==> config.mk <==
export PLATFORM = sky130hd
export DESIGN_NAME = pulse_decimator
export DESIGN_NICKNAME = d
export VERILOG_FILES = /design/src/rtl/pulse_decimator_pkg.sv /design/src/rtl/pulse_edge_sync.sv /design/src/rtl/decim_ctrl.sv /design/src/rtl/pulse_decimator.sv
export SDC_FILE = /design/constraint.sdc
export NUM_CORES = 1
export LEC_CHECK = 0
export ABC_AREA = 1
export CAP_MARGIN = 20
export CORE_ASPECT_RATIO = 1.5
export CORE_MARGIN = 2
export CORE_UTILIZATION = 52
export DETAILED_ROUTE_END_ITERATION = 8
export GPL_TIMING_DRIVEN = 1
export PLACE_DENSITY = 0.78
export SLEW_MARGIN = 40
export SYNTH_ARGS = -nofsm -noshare
export SYNTH_HDL_FRONTEND = slang
export SYNTH_SLANG_ARGS = --single-unit
==> constraint.sdc <==
create_clock -name clk -period 1.85 [get_ports clk]
set_clock_uncertainty 0.15 [all_clocks]
set_input_delay 0.37 -clock clk [delete_from_list [all_inputs] [get_ports clk]]
set_output_delay 0.37 -clock clk [all_outputs]
set_load 0.02 [all_outputs]
==> src/rtl/pulse_decimator_pkg.sv <==
package pulse_decimator_pkg;
  typedef enum logic {
    DEC_IDLE  = 1'b0,
    DEC_COUNT = 1'b1
  } dec_state_t;
endpackage

==> src/rtl/pulse_edge_sync.sv <==
module pulse_edge_sync #(
  parameter int STAGES = 2
) (
  input  logic clk,
  input  logic rst,
  input  logic raw_in,
  output logic rise
);
  logic [STAGES-1:0] chain;
  logic              last_q;

  // synchronizer chain, raw_in lands in stage 0
  generate
    for (genvar s = 0; s < STAGES; s++) begin : g_stage
      if (s == 0) begin : g_first
        always_ff @(posedge clk) begin
          if (rst) chain[0] <= 1'b0;
          else     chain[0] <= raw_in;
        end
      end else begin : g_rest
        always_ff @(posedge clk) begin
          if (rst) chain[s] <= 1'b0;
          else     chain[s] <= chain[s-1];
        end
      end
    end
  endgenerate

  always_ff @(posedge clk) begin
    if (rst) last_q <= 1'b0;
    else     last_q <= chain[STAGES-1];
  end

  assign rise = chain[STAGES-1] & ~last_q;
endmodule

==> src/rtl/decim_ctrl.sv <==
module decim_ctrl
  import pulse_decimator_pkg::*;
#(
  parameter int CNT_W = 16
) (
  input  logic             clk,
  input  logic             rst,
  input  logic             arm,
  input  logic             tick,
  input  logic [CNT_W-1:0] ratio,
  output logic             fire,
  output dec_state_t       state_o,
  output logic [CNT_W-1:0] idx_o,
  output logic [CNT_W-1:0] target_o
);
  localparam logic [CNT_W-1:0] ONE  = {{(CNT_W-1){1'b0}}, 1'b1};
  localparam logic [CNT_W-1:0] ZERO = '0;

  dec_state_t       state_q;
  logic [CNT_W-1:0] idx_q;
  logic [CNT_W-1:0] target_q;
  logic             fire_q;
  logic             last_hit;

  assign last_hit = (idx_q == (target_q - ONE));

  always_ff @(posedge clk) begin
    if (rst) begin
      state_q  <= DEC_IDLE;
      idx_q    <= ZERO;
      target_q <= ONE;
      fire_q   <= 1'b0;
    end else begin
      fire_q <= 1'b0;
      unique case (state_q)
        DEC_IDLE: begin
          if (arm) begin
            state_q  <= DEC_COUNT;
            idx_q    <= ZERO;
            target_q <= (ratio == ZERO) ? ONE : ratio;
          end
        end
        DEC_COUNT: begin
          if (tick) begin
            if (last_hit) begin
              fire_q  <= 1'b1;
              state_q <= DEC_IDLE;
              idx_q   <= ZERO;
            end else begin
              idx_q <= idx_q + ONE;
            end
          end
        end
        default: state_q <= DEC_IDLE;
      endcase
    end
  end

  assign fire     = fire_q;
  assign state_o  = state_q;
  assign idx_o    = idx_q;
  assign target_o = target_q;
endmodule

==> src/rtl/pulse_decimator.sv <==
module pulse_decimator
  import pulse_decimator_pkg::*;
#(
  parameter int CNT_W       = 16,
  parameter int SYNC_STAGES = 2
) (
  input  logic             clk,
  input  logic             rst,
  input  logic             start,
  input  logic             pulse_in,
  input  logic [CNT_W-1:0] count_in,
  output logic             done
);
  logic             pulse_edge;
  dec_state_t       state;
  logic [CNT_W-1:0] idx;
  logic [CNT_W-1:0] target;

  pulse_edge_sync #(.STAGES(SYNC_STAGES)) u_sync (
    .clk    (clk),
    .rst    (rst),
    .raw_in (pulse_in),
    .rise   (pulse_edge)
  );

  decim_ctrl #(.CNT_W(CNT_W)) u_ctrl (
    .clk      (clk),
    .rst      (rst),
    .arm      (start),
    .tick     (pulse_edge),
    .ratio    (count_in),
    .fire     (done),
    .state_o  (state),
    .idx_o    (idx),
    .target_o (target)
  );
endmodule

==> results by group <==
Run status
  – Outcome: complete, but fails checks
  – Failing checks: negative setup slack

Finish
  – Fin area: approximately 3400 um^2
  – Layout area overhead: 40.6%
  – Share of the core filled with cells in the final layout: 0.757
  – # diodes: 0
  – Nets: 477
  – Filler-free cell count of the finished design: slightly above 500
  – Share of layout cells above drive strength 1: 0.292

Critical path
  – Crit Path Max Fanout: 4
  – Worst EP arrival: ~2100 ps
  – CP Data Required Time: around 1900 ps
  – Crit-path cells: inv_2 > nand2_1 > nor2_2 > nand2_1 > nand2_1 > nand2_1 > nor2_1 > nand2_1 > nor2_4 > nand3_2 > nand3_1 > a21oi_1
  – Crit-path max cell delay: between 300 and 400 ps
  – Slowest CP cell: dfxtp_1
  – CP dominant cell by count: nand2_1
  – Crit start category: register
  – CP Class: register to register
  – Crit end category: register

Placed design
  – Placement Cell Area: 3100 um^2
  – DP Worst Slack: -182 ps
  – Post-DP HPWL: just over 5 mm
  – Placed insts: between 500 and 600
  – Port bufs: 20
  – Gpl congestion: ~0.9

Clocking
  – Clock buffer count from CTS: 5
  – Max clock buf depth: 2
  – CTS hold repair buffers: 0
  – Worst-skew pair later-pin latency: about 290 ps
  – H-Tree Depth: 2
  – Worst-path clk slew: approximately 70 ps
  – Root Driver: clkbuf_8
  – Clk sink count: 37
  – CTS tree: built

Synthesis
  – EDFF count, synth: 0
  – Dominant cell by count in the synthesized netlist: nand2_1
  – Largest cells by area after synthesis: dfxtp_1 30%, nand2_1 13%, nor2_1 8.4%
  – Top-area cell type share of the netlist area: 0.303
  – Post-synth ARST share: 0
  – Cells after synthesis: between 300 and 400
  – Synthesized area: 2440 um^2
  – Synth warn: 0
  – Most frequent cells after synthesis: 84 x nand2_1, 55 x nor2_1, 47 x inv_1, 37 x dfxtp_1, 36 x nand3_1
  – Mean post-synth cell area: between 6 and 7 um^2
  – Register area share after synthesis: 0.303
  – Mapped Nets: about 400
  – Unique cell type count in the Yosys netlist: 31
  – Seq cells post-synth: 37
  – Synth Flop Type: dfxtp_1
  – Area leader, netlist: dfxtp_1

Drt
  – # DRC: 0
  – Routed Antenna Nets: 0
  – Detailed Route Iter0 Violations: 220
  – Drt pass-1 iters: 4
  – Vias/cell: between 5 and 6
  – Routed WL: 7.45 mm
  – Vias: roughly 2,800
  – WL per Instance: 14.4 um

GRT
  – First-pass GRT wire length: between 10 and 15 mm
  – Largest net degree at the start of global routing: 21
  – Gr usage total: 0.277
  – Vias in the first global route: approximately 2,600
  – Antenna violations before repair: 0
  – Remaining global-route overflow: 0

Run
  – Max cap viols: 0

Die
  – Die ar.: between 5000 and 6000 um^2
  – Cell Rows: 30
  – Core area: 4540 um^2
  – IO Pins: 21
  – Die Y: between 80 and 90 um
  – Die Wd: between 50 and 60 um
  – Initial Util: 0.538

Power
  – P_leak: between 0.0015 and 0.002 uW
  – Pwr/cell area: 599 nW/um^2
  – VDD IR max: 0.432 mV

STA
  – Slew HR: 0.555
  – Hold Slack: 257 ps
  – Final setup margin: -210 ps
  – Endpoints failing hold: 0
  – Slew @ Worst Pin: roughly 670 ps
  – Period minus WS final: 2060 ps
  – Final setup viols: 18
  – Period utilization: 1.11
  – Unrepaired setup endpoints after global routing: true
  – Max Clock Freq: 486 MHz
  – Final Max Slew Viols: 0

Worst hold path
  – Hold crit path type: register to register
cell families (layout without fill, tap and decap cells):
logic type | after synthesis | in the layout | share of synthesized area
buffers and inverters | 63 | 134 | 0.101
AOI/OAI and AO/OA | 51 | 51 | 0.120
adders and majority gates | 2 | 2 | 0.0102
and+or+nand+nor | 207 | 209 | 0.386
DFF | 37 | 37 | 0.303
xor gates and xnor gates | 22 | 22 | 0.0788
per-stage QoR:
step	TNS (ps)	power (uW)
global route	-4850	2160
floorplan	0	1170
detailed placement	-3590	1380
finish	-3370	2060
global placement	-5100	1370
CTS	-1330	2020
sequential cells by signal, summed over array words and instances (netlist names):
name / flops
u_sync.chain: 2
u_ctrl.state_o: 1
u_ctrl.target_o: 16
u_ctrl.fire: 1
u_ctrl.idx_o: 16
u_sync.last_q: 1
power breakdown:
part	leakage, uW	switching, uW	internal (uW)	total [uW]
Sequential	0.000304	35.8	831	867
Combinational	0.00118	345	278	623
Clock	0.0000443	275	295	570
cells in the final DEF, fill, tap and decap left out, drive strengths merged:
cell type      instances
clkbuf                 7
nor3                   6
buf                   56
o211ai                 2
nand2                 85
dfxtp                 37
clkdlybuf4s50         20
nand3                 40
nor4                   4
xor2                  15
o21ai                 14
a31o                   1
xnor2                  7
nand3b                 4
nand4                  7
and2                   1
ha                     2
a21oi                 24
a211oi                 7
a41oi                  1
o21bai                 2
nor2                  62
inv                   51
metal layers:
layer / vias up / wire length (um) / global-route usage
met2: 84 / 3980 / 0.506
met3: 20 / 264 / 0.0428
met1: 1303 / 2990 / 0.313
met5: - / 0 / 0
li1: 1379 / - / -
met4: 0 / 218 / 0.107
final cells by class:
type	instances	area, um^2
clock buffers	7	86.3
repair buffers	76	641
inverters	51	194
flip-flops and latches	37	747
fillers	333	1100
multi-input cells	284	1690
well taps	64	80.1
worst paths after layout:
check / start / endpoint / slack (ps) / cells after the start
worst max-delay path: u_ctrl.target_o[3]$_SDFFE_PP0P_ / u_ctrl.idx_o[2]$_SDFFE_PP0P_ / -210 / 12
worst min register to register: u_sync.chain[0]$_SDFF_PP0_ / u_sync.chain[1]$_SDFF_PP0_ / 260 / 2
worst max register to register: u_ctrl.target_o[3]$_SDFFE_PP0P_ / u_ctrl.idx_o[2]$_SDFFE_PP0P_ / -210 / 12
worst min-delay path: u_sync.chain[0]$_SDFF_PP0_ / u_sync.chain[1]$_SDFF_PP0_ / 260 / 2
critical path, delay by kind of cell (launching register included):
kind                   cells  cell delay [ps]
AO/OA/AOI/OAI              1               60
flip-flops                 1              340
buffers and inverters      1              120
AND/OR/NAND/NOR           10             1280
what timing repair did:
action / in CTS / in global routing
setup buffers: 4 / 2
setup endpoints to repair: 18 / 18
gates resized for setup: 27 / 27
gates cloned: 1 / 1
pin swaps: 11 / 8
Note: power is estimated with default switching activity, not from simulation.
